### src/rtl/sic_pkg.sv
package sic_pkg;
  localparam int unsigned OFF_STAT = 'h00;
  localparam int unsigned OFF_RAW  = 'h04;
  localparam int unsigned OFF_SET  = 'h08;
  localparam int unsigned OFF_CLR  = 'h0C;
  localparam int unsigned OFF_PT   = 'h10;

  typedef enum logic [2:0] {
    SEL_STAT,
    SEL_RAW,
    SEL_SET,
    SEL_CLR,
    SEL_PT,
    SEL_NONE
  } sic_sel_e;
endpackage

### src/rtl/sic_regs.sv
module sic_regs
  import sic_pkg::*;
#(
  parameter int unsigned        NUM_SRC    = 32,
  parameter int unsigned        ADDR_W     = 8,
  parameter logic [NUM_SRC-1:0] PT_CAPABLE = '1
) (
  input  logic               clk_i,
  input  logic               rst_ni,
  input  logic               psel_i,
  input  logic               penable_i,
  input  logic               pwrite_i,
  input  logic [ADDR_W-1:0]  paddr_i,
  input  logic [NUM_SRC-1:0] pwdata_i,
  input  logic [NUM_SRC-1:0] src_i,
  input  logic [NUM_SRC-1:0] stat_i,
  output logic [NUM_SRC-1:0] prdata_o,
  output logic [NUM_SRC-1:0] en_o,
  output logic [NUM_SRC-1:0] pt_o
);
  logic [NUM_SRC-1:0] en_q, pt_q;
  sic_sel_e           sel;
  logic               wr;

  always_comb begin
    if      (paddr_i == ADDR_W'(OFF_STAT)) sel = SEL_STAT;
    else if (paddr_i == ADDR_W'(OFF_RAW))  sel = SEL_RAW;
    else if (paddr_i == ADDR_W'(OFF_SET))  sel = SEL_SET;
    else if (paddr_i == ADDR_W'(OFF_CLR))  sel = SEL_CLR;
    else if (paddr_i == ADDR_W'(OFF_PT))   sel = SEL_PT;
    else                                   sel = SEL_NONE;
  end

  assign wr = psel_i & penable_i & pwrite_i;

  always_ff @(posedge clk_i or negedge rst_ni) begin
    if (!rst_ni) begin
      en_q <= '0;
      pt_q <= '0;
    end else if (wr) begin
      unique case (sel)
        SEL_SET: en_q <= en_q | pwdata_i;
        SEL_CLR: en_q <= en_q & ~pwdata_i;
        SEL_PT:  pt_q <= pwdata_i & PT_CAPABLE;
        default: ;
      endcase
    end
  end

  always_comb begin
    unique case (sel)
      SEL_STAT:         prdata_o = stat_i;
      SEL_RAW:          prdata_o = src_i;
      SEL_SET, SEL_CLR: prdata_o = en_q;
      SEL_PT:           prdata_o = pt_q;
      default:          prdata_o = '0;
    endcase
  end

  assign en_o = en_q;
  assign pt_o = pt_q;


  en_set_chk: assert property (@(posedge clk_i) disable iff (!rst_ni)
    (wr && paddr_i == ADDR_W'(OFF_SET)) |=> en_q == ($past(en_q) | $past(pwdata_i)));


  en_clr_chk: assert property (@(posedge clk_i) disable iff (!rst_ni)
    (wr && paddr_i == ADDR_W'(OFF_CLR)) |=> en_q == ($past(en_q) & ~$past(pwdata_i)));


  en_hold_chk: assert property (@(posedge clk_i) disable iff (!rst_ni)
    !(wr && (paddr_i == ADDR_W'(OFF_SET) || paddr_i == ADDR_W'(OFF_CLR))) |=> $stable(en_q));


  pt_hold_chk: assert property (@(posedge clk_i) disable iff (!rst_ni)
    !(wr && paddr_i == ADDR_W'(OFF_PT)) |=> $stable(pt_q));
endmodule

### src/rtl/sic_route.sv
module sic_route #(
  parameter int unsigned NUM_SRC = 32
) (
  input  logic               clk_i,
  input  logic               rst_ni,
  input  logic [NUM_SRC-1:0] src_i,
  input  logic [NUM_SRC-1:0] en_i,
  input  logic [NUM_SRC-1:0] pt_i,
  output logic [NUM_SRC-1:0] stat_o,
  output logic [NUM_SRC-1:0] direct_o,
  output logic               cascade_o
);
  logic [NUM_SRC-1:0] casc_bits;

  for (genvar i = 0; i < NUM_SRC; i++) begin : g_src
    assign stat_o[i]    = src_i[i] & en_i[i];
    assign direct_o[i]  = src_i[i] & pt_i[i];
    // passed-through sources leave the cascade
    assign casc_bits[i] = stat_o[i] & ~pt_i[i];
  end

  assign cascade_o = |casc_bits;


  casc_cause_chk: assert property (@(posedge clk_i) disable iff (!rst_ni)
    cascade_o |-> |(src_i & en_i & ~pt_i));


  stat_zero_chk: assert property (@(posedge clk_i) disable iff (!rst_ni)
    (src_i == '0) |-> (stat_o == '0 && !cascade_o && direct_o == '0));
endmodule

### src/rtl/sic_cascade.sv
module sic_cascade
  import sic_pkg::*;
#(
  parameter int unsigned        NUM_SRC    = 32,
  parameter int unsigned        ADDR_W     = 8,
  parameter logic [NUM_SRC-1:0] PT_CAPABLE = NUM_SRC'(32'hFFF0_0000)
) (
  input  logic               clk_i,
  input  logic               rst_ni,
  input  logic [NUM_SRC-1:0] src_i,
  input  logic               psel_i,
  input  logic               penable_i,
  input  logic               pwrite_i,
  input  logic [ADDR_W-1:0]  paddr_i,
  input  logic [NUM_SRC-1:0] pwdata_i,
  output logic [NUM_SRC-1:0] prdata_o,
  output logic               cascade_o,
  output logic [NUM_SRC-1:0] direct_o
);
  logic [NUM_SRC-1:0] en, pt, stat;

  sic_regs #(
    .NUM_SRC   (NUM_SRC),
    .ADDR_W    (ADDR_W),
    .PT_CAPABLE(PT_CAPABLE)
  ) u_regs (
    .clk_i    (clk_i),
    .rst_ni   (rst_ni),
    .psel_i   (psel_i),
    .penable_i(penable_i),
    .pwrite_i (pwrite_i),
    .paddr_i  (paddr_i),
    .pwdata_i (pwdata_i),
    .src_i    (src_i),
    .stat_i   (stat),
    .prdata_o (prdata_o),
    .en_o     (en),
    .pt_o     (pt)
  );

  sic_route #(
    .NUM_SRC(NUM_SRC)
  ) u_route (
    .clk_i    (clk_i),
    .rst_ni   (rst_ni),
    .src_i    (src_i),
    .en_i     (en),
    .pt_i     (pt),
    .stat_o   (stat),
    .direct_o (direct_o),
    .cascade_o(cascade_o)
  );


  direct_cap_chk: assert property (@(posedge clk_i) disable iff (!rst_ni)
    ((direct_o & ~pt) == '0) && ((direct_o & ~PT_CAPABLE) == '0));


  pt_cap_chk: assert property (@(posedge clk_i) disable iff (!rst_ni)
    (pt & ~PT_CAPABLE) == '0);
endmodule

### config.mk
export PLATFORM = sky130hd
export DESIGN_NAME = sic_cascade
export DESIGN_NICKNAME = d
export VERILOG_FILES = /design/src/rtl/sic_pkg.sv /design/src/rtl/sic_regs.sv /design/src/rtl/sic_route.sv /design/src/rtl/sic_cascade.sv
export SDC_FILE = /design/constraint.sdc
export NUM_CORES = 1
export LEC_CHECK = 0
export ABC_AREA = 1
export BUFFER_PORTS_ARGS = -buffer_cell sky130_fd_sc_hd__buf_2
export CAP_MARGIN = 20
export CORE_MARGIN = 4
export CORE_UTILIZATION = 30
export CTS_CLUSTER_DIAMETER = 120
export DETAILED_ROUTE_END_ITERATION = 6
export SYNTH_ARGS = -nofsm -noshare
export SYNTH_HDL_FRONTEND = slang
export SYNTH_HIERARCHICAL = 1
export SYNTH_SLANG_ARGS = --single-unit
### constraint.sdc
create_clock -name clk_i -period 1.95 [get_ports clk_i]
set_input_delay 0.4875 -clock clk_i [delete_from_list [all_inputs] [get_ports clk_i]]
set_output_delay 0.4875 -clock clk_i [all_outputs]
set_load 0.02 [all_outputs]
# After elaboration in Yosys (flattened, before gate mapping)
# Index checks and enable logic that the tools add are counted.
dict set report op_classes {
  n_eq_ne 8
  n_mux 7
  bitwise 73
  reduce_logical 7
}
# operator count
set op_table {}
lappend op_table {{$pmux 32 s4} 1}
lappend op_table {{$pmux 32 s2} 1}
lappend op_table {{$and 1x1->1} 58}
lappend op_table {{$and 32x32->32} 1}
lappend op_table {{$not 32->32} 1}
lappend op_table {{$or 32x32->32} 1}
lappend op_table {{$reduce_or 32->1} 1}
lappend op_table {{$eq 8x4->1 const B} 2}
lappend op_table {{$mux 3} 4}
lappend op_table {{$not 1->1} 12}
lappend op_table {{$eq 8x3->1 const B} 1}
lappend op_table {{$eq 8x5->1 const B} 1}
lappend op_table {{$logic_not 8->1} 1}
lappend op_table {{$eq 3x2->1 const B} 2}
lappend op_table {{$reduce_and 2->1} 2}
lappend op_table {{$eq 3x1->1 const B} 1}
lappend op_table {{$eq 3x3->1 const B} 1}
lappend op_table {{$logic_not 3->1} 1}
lappend op_table {{$reduce_bool 2->1} 1}
lappend op_table {{$reduce_or 2->1} 1}
lappend op_table {{$mux 1} 1}
dict set report word_totals {
  ff_bits 44
  out_inout_bits 65
}

# Depth between registers and ports, before layout
dict set report logic_depth {
  ltp_word 9
  ltp_mapped 9
}

# Hierarchy
# The synthesis kept the hierarchy.
# module n_inst cells_per_inst area_per_inst_um2 seq_area_each_um2
set modules_own_cells {}
lappend modules_own_cells {sic_regs 1 486 3300.7 1101.1}
lappend modules_own_cells {sic_route 1 217 868.3 0.0}

# Worst setup path before layout
# No wires, ideal clock.
dict set report synth_path {
  path_type {input-to-output}
  start {input paddr_i[3]}
  end {output prdata_o[21]}
  arrival_ps 1336
  t_required_ps 1462
  slack_ps 127
  cell_stages 9
  path_cell_list {buf_6 -> inv_4 -> nand2_2 -> nor2_4 -> nand2_4 -> buf_2 -> nor2_1 -> nor2_1 -> nand2_1}
}
dict set report synth_via {
  elab_chain_cells 9
  word_cells_on_any_way 17
}
# element line_no
set synth_lines {}
lappend synth_lines {{from (decl)} sic_cascade.sv:14} ;# input logic [ADDR_W-1:0] paddr_i,
lappend synth_lines {{$eq 8x5->1} sic_regs.sv:30} ;# else if (paddr_i == ADDR_W'(OFF_PT)) sel = SEL_PT;
lappend synth_lines {{$mux 1} sic_regs.sv:30}
lappend synth_lines {{$mux 3} sic_regs.sv:29} ;# else if (paddr_i == ADDR_W'(OFF_CLR)) sel = SEL_CLR;
lappend synth_lines {{$mux 3} sic_regs.sv:28} ;# else if (paddr_i == ADDR_W'(OFF_SET)) sel = SEL_SET;
lappend synth_lines {{$mux 3} sic_regs.sv:27} ;# else if (paddr_i == ADDR_W'(OFF_RAW)) sel = SEL_RAW;
lappend synth_lines {{$mux 3 (*)} sic_regs.sv:26} ;# if (paddr_i == ADDR_W'(OFF_STAT)) sel = SEL_STAT;
lappend synth_lines {{$eq 3x2->1} sic_regs.sv:51} ;# unique case (sel)
lappend synth_lines {{$reduce_or 2->1} sic_regs.sv:51}
lappend synth_lines {{$pmux 32 s4 (*)} sic_regs.sv:51}
lappend synth_lines {{to (decl)} sic_cascade.sv:16} ;# output logic [NUM_SRC-1:0] prdata_o,
# Every way passes the cells marked *; elsewhere a longest branch is shown, timed or not.

# Final worst setup path
dict set report layout_path {
  start {input paddr_i[6]}
  end {output prdata_o[23]}
}
# The elaborated chain is that of the path after synthesis.

==> results by stage <==
Outcome:
- The run finished, with violations left.
- The checks that failed: setup timing.

Critical path:
- For the worst setup path, the data arrival time is 1.61 ns.
- The startpoint class of the critical path is an input port.
- The worst setup path is captured at an output port.
- The type of the setup path with the least slack is input port to output port.
- The required time at the worst-slack endpoint is about 1.5 ns.
- The highest fanout seen on the critical path is 5.

Synthesis:
- Of all cell types, the one taking the most synthesized area is dfrtp_1.
- The most used flip-flop cell after synthesis is dfrtp_1.
- The synthesized area is roughly 4200 um^2.
- After synthesis the netlist holds a flip-flop and latch count of 44.
- Averaged over all synthesized cells, the footprint is slightly below 6 um^2.
- For this run, the register share of the synthesized area comes to 0.264.
- During synthesis, Yosys emitted a total of 6 warnings.
- Synthesis produced between 700 and 800 cells.
- By area the synthesized netlist is led by dfrtp_1 (26%), nand2_1 (22%), inv_1 (11%), nand4_1 (10%), nand3_1 (8.2%).
- The share of synthesized area in the top cell type comes to 0.264.
- The number of distinct standard cells referenced by the synthesized netlist is 23.
- The synthesized design contains 0 enable-type register cells.
- Of all flip-flops after synthesis, the portion carrying an async set or reset was 1.00.

Cells and area:
- The post-layout net count is 922.
- The post-layout instance count excluding filler cells is 1022.
- Counting the fill cells in the layout gives approximately 1400.
- The library cells used most frequently in the layout, excluding fill and tap cells, are nand2_1 (218), inv_1 (120), buf_2 (81), nand4_1 (67), nand3_1 (47).
- After routing the design area is roughly 5800 um^2.
- In the final layout, the share of cells above drive strength 1 is 0.330.
- The library cell used most frequently in the layout, excluding fill and tap cells, is nand2_1.
- The layout-stage area growth over the synthesis result is 40.1%.

CTS:
- The later pin in the worst-skew pair is clocked with a latency of 0.28 ns.
- No sink is reached through more buffers than the 2 on the longest clock path.
- The hold buffer count at CTS is 0.
- Clock tree synthesis inserted a total of 5 buffers.
- The TritonCTS clock tree is yes.
- The master cell of the clock root buffer is clkbuf_16.
- The clock-pin slew of the registers on the worst-case setup and hold paths is about 0.06 ns.
- The maximum level of the CTS H-tree is 2.
- The total number of clock tree sinks is 44.

Timing:
- Dividing the final minimum period by the clock period gives 1.08.
- For the finished layout, the period the worst path requires is approximately 2.1 ns.
- The number of max-slew violations in the final report is 0.
- The setup-violating endpoint count in the final report is 32.
- The final hold violation count came to 0.
- After routing, the total negative slack on setup checks comes to -2.03 ns.
- The upper clock frequency limit is around 480 MHz.
- The worst clock skew is 0 ns.
- Setup repair after global routing could not meet its margin everywhere.
- After layout, the worst setup slack is -0.149 ns.

Die:
- 142 I/O pins were placed.
- The initial utilization of the core area, before any placement, comes to 0.311.
- The floorplan core area is around 13000 um^2.
- Row generation in the floorplan step produced 42 rows.
- The die span in y is approximately 130 um.
- The die covers ~16000 um^2.
- The horizontal die dimension is between 100 and 150 um.

Placement:
- The count of buffers added on input and output ports is approximately 120.
- Routability-driven placement finished with a final weighted congestion of 0.834.
- OpenSTA, run right after detailed placement, puts the worst setup slack at -0.307 ns.
- The total placed instance area is 5070 um^2.
- The detailed-placement wirelength estimate is around 10000 um.
- In this run, placement finished with an instance count of 999.

Route:
- The routed layout has 4767 vias.
- The sum of routed wire length over all layers is around 14000 um.
- The DRC marker count from the first detailed-route iteration is roughly 290.
- The uppermost signal routing layer after detailed routing is met4.
- For this run, the detailed router's first-pass iteration total came to 4.
- The count of nets left with antenna violations after detail routing is 0.
- Dividing the detail-routed wire length by the instance count gives around 14 um.
- The sum of routed wire segments on met1 is between 6000 and 7000 um.
- In the routed design, unresolved DRC markers number 0.
- In the detailed route, the total length drawn on met2 is 7050 um.
- The sum of met3 wire segment lengths after detailed routing is between 800 and 900 um.
- After detailed routing, the number of vias per cell comes to 4.66.

Global routing:
- The global-route total usage across every layer is 0.178.
- The number of global-route vias before repair came to about 4500.
- The first global-routing pass estimated approximately 23000 um of wire.
- The initial antenna violation count is 0.
- The sum of overflow across all layers after global routing is 0.
- The pin count of the biggest net entering global routing is 33.

Power and ir drop:
- The static leakage is 3.66 nW.
- For this design the ratio of total power to cell area is about 380 nW/um^2.
- IR analysis of the VDD net gives a maximum drop of approximately 290 uV.

Flow run:
- The tool flagged a number of max-cap violations equal to 0.

Hold path:
- The class of the tightest hold or removal check is input port to asynchronous set/reset pin.
area by class of cell:
class / instances / area, um^2 / share of cell area
Clock inverter: 2 / 12.5 / 0.00214
Antenna cell: 1 / 2.50 / 0.000429
Tap cell: 176 / 220 / 0.0377
Clock buffer: 5 / 125 / 0.0214
Inverter: 136 / 513 / 0.0879
Timing Repair Buffer: 170 / 1360 / 0.233
Multi-Input combinational cell: 488 / 2500 / 0.429
Sequential cell: 44 / 1100 / 0.189
repair_timing:
item	in CTS	in global routing
gates cloned	2	0
setup buffers	4	12
pin swaps	3	17
endpoints found under the setup margin	32	33
gates resized for setup	104	46
cells by family (layout without fill, tap and decap cells):
| family | count (synthesis) | count (layout) | share of synthesized area |
|---|---|---|---|
| flip-flops | 44 | 44 | 0.264 |
| other | 1 | 21 | 0.000899 |
| buffers and inverters | 190 | 313 | 0.210 |
| AND/OR/NAND/NOR | 456 | 456 | 0.503 |
| AO/OA/AOI/OAI | 12 | 12 | 0.0216 |
final timing paths:
path	end	slack, ns	depth (start not counted)	startpoint
min in group clk_i	u_regs/pt_o[28]	0.44	3	pwdata_i[28]
min reg2reg	register	0.50	2	register
min	asynchronous set/reset pin	0.14	1	rst_ni
max	prdata_o[23]	-0.15	11	paddr_i[6]
max in group asynchronous	asynchronous set/reset pin	1.29	2	rst_ni
max reg2reg	register	1.16	3	register
routing by layer:
metal | global-route usage | vias up
met1 | 0.238 | 2164
met3 | 0.0301 | 15
li1 | - | 2419
met4 | 0.0505 | 0
met5 | 0 | -
met2 | 0.299 | 169
through the flow:
| step | hold WS [ns] | util | power (mW) |
|---|---|---|---|
| 2_1_floorplan | 0.192 | - | 1.17 |
| 3_3_place_gp | 0.473 | 0.378 | 1.36 |
| 3_5_place_dp | 0.466 | 0.378 | 1.36 |
| 4_1_cts | 0.152 | 0.422 | 2.23 |
| 5_1_grt | 0.171 | 0.436 | 2.33 |
| 6_report | 0.141 | 0.436 | 2.22 |
Yosys cell counts (2+ instances only):
library cell / instances
nand4_1: 67
nand2_4: 2
nor2_2: 4
nor2_4: 4
nand3b_1: 6
dfrtp_1: 44
inv_2: 13
nand3_1: 68
buf_2: 15
nand2_1: 241
buf_1: 2
o21ai_1: 4
clkbuf_1: 5
nor2_1: 49
buf_4: 26
o21ai_2: 8
inv_1: 122
buf_6: 6
nand2_2: 13
critical path, cell delays in order:
cell     delay (ns)
buf_6          0.10
nor2_4         0.16
nand2_4        0.09
nor2_4         0.17
buf_6          0.15
buf_12         0.13
nand2_2        0.05
nand2_1        0.05
inv_1          0.05
nand2_2        0.06
buf_6          0.11
report_power, final:
group	internal [mW]	switching [mW]	leakage (nW)
Sequential	0.929	0.0153	0.549
Clock	0.466	0.372	0.0657
Combinational	0.157	0.285	3.05
(Power assumes the default switching activity.)
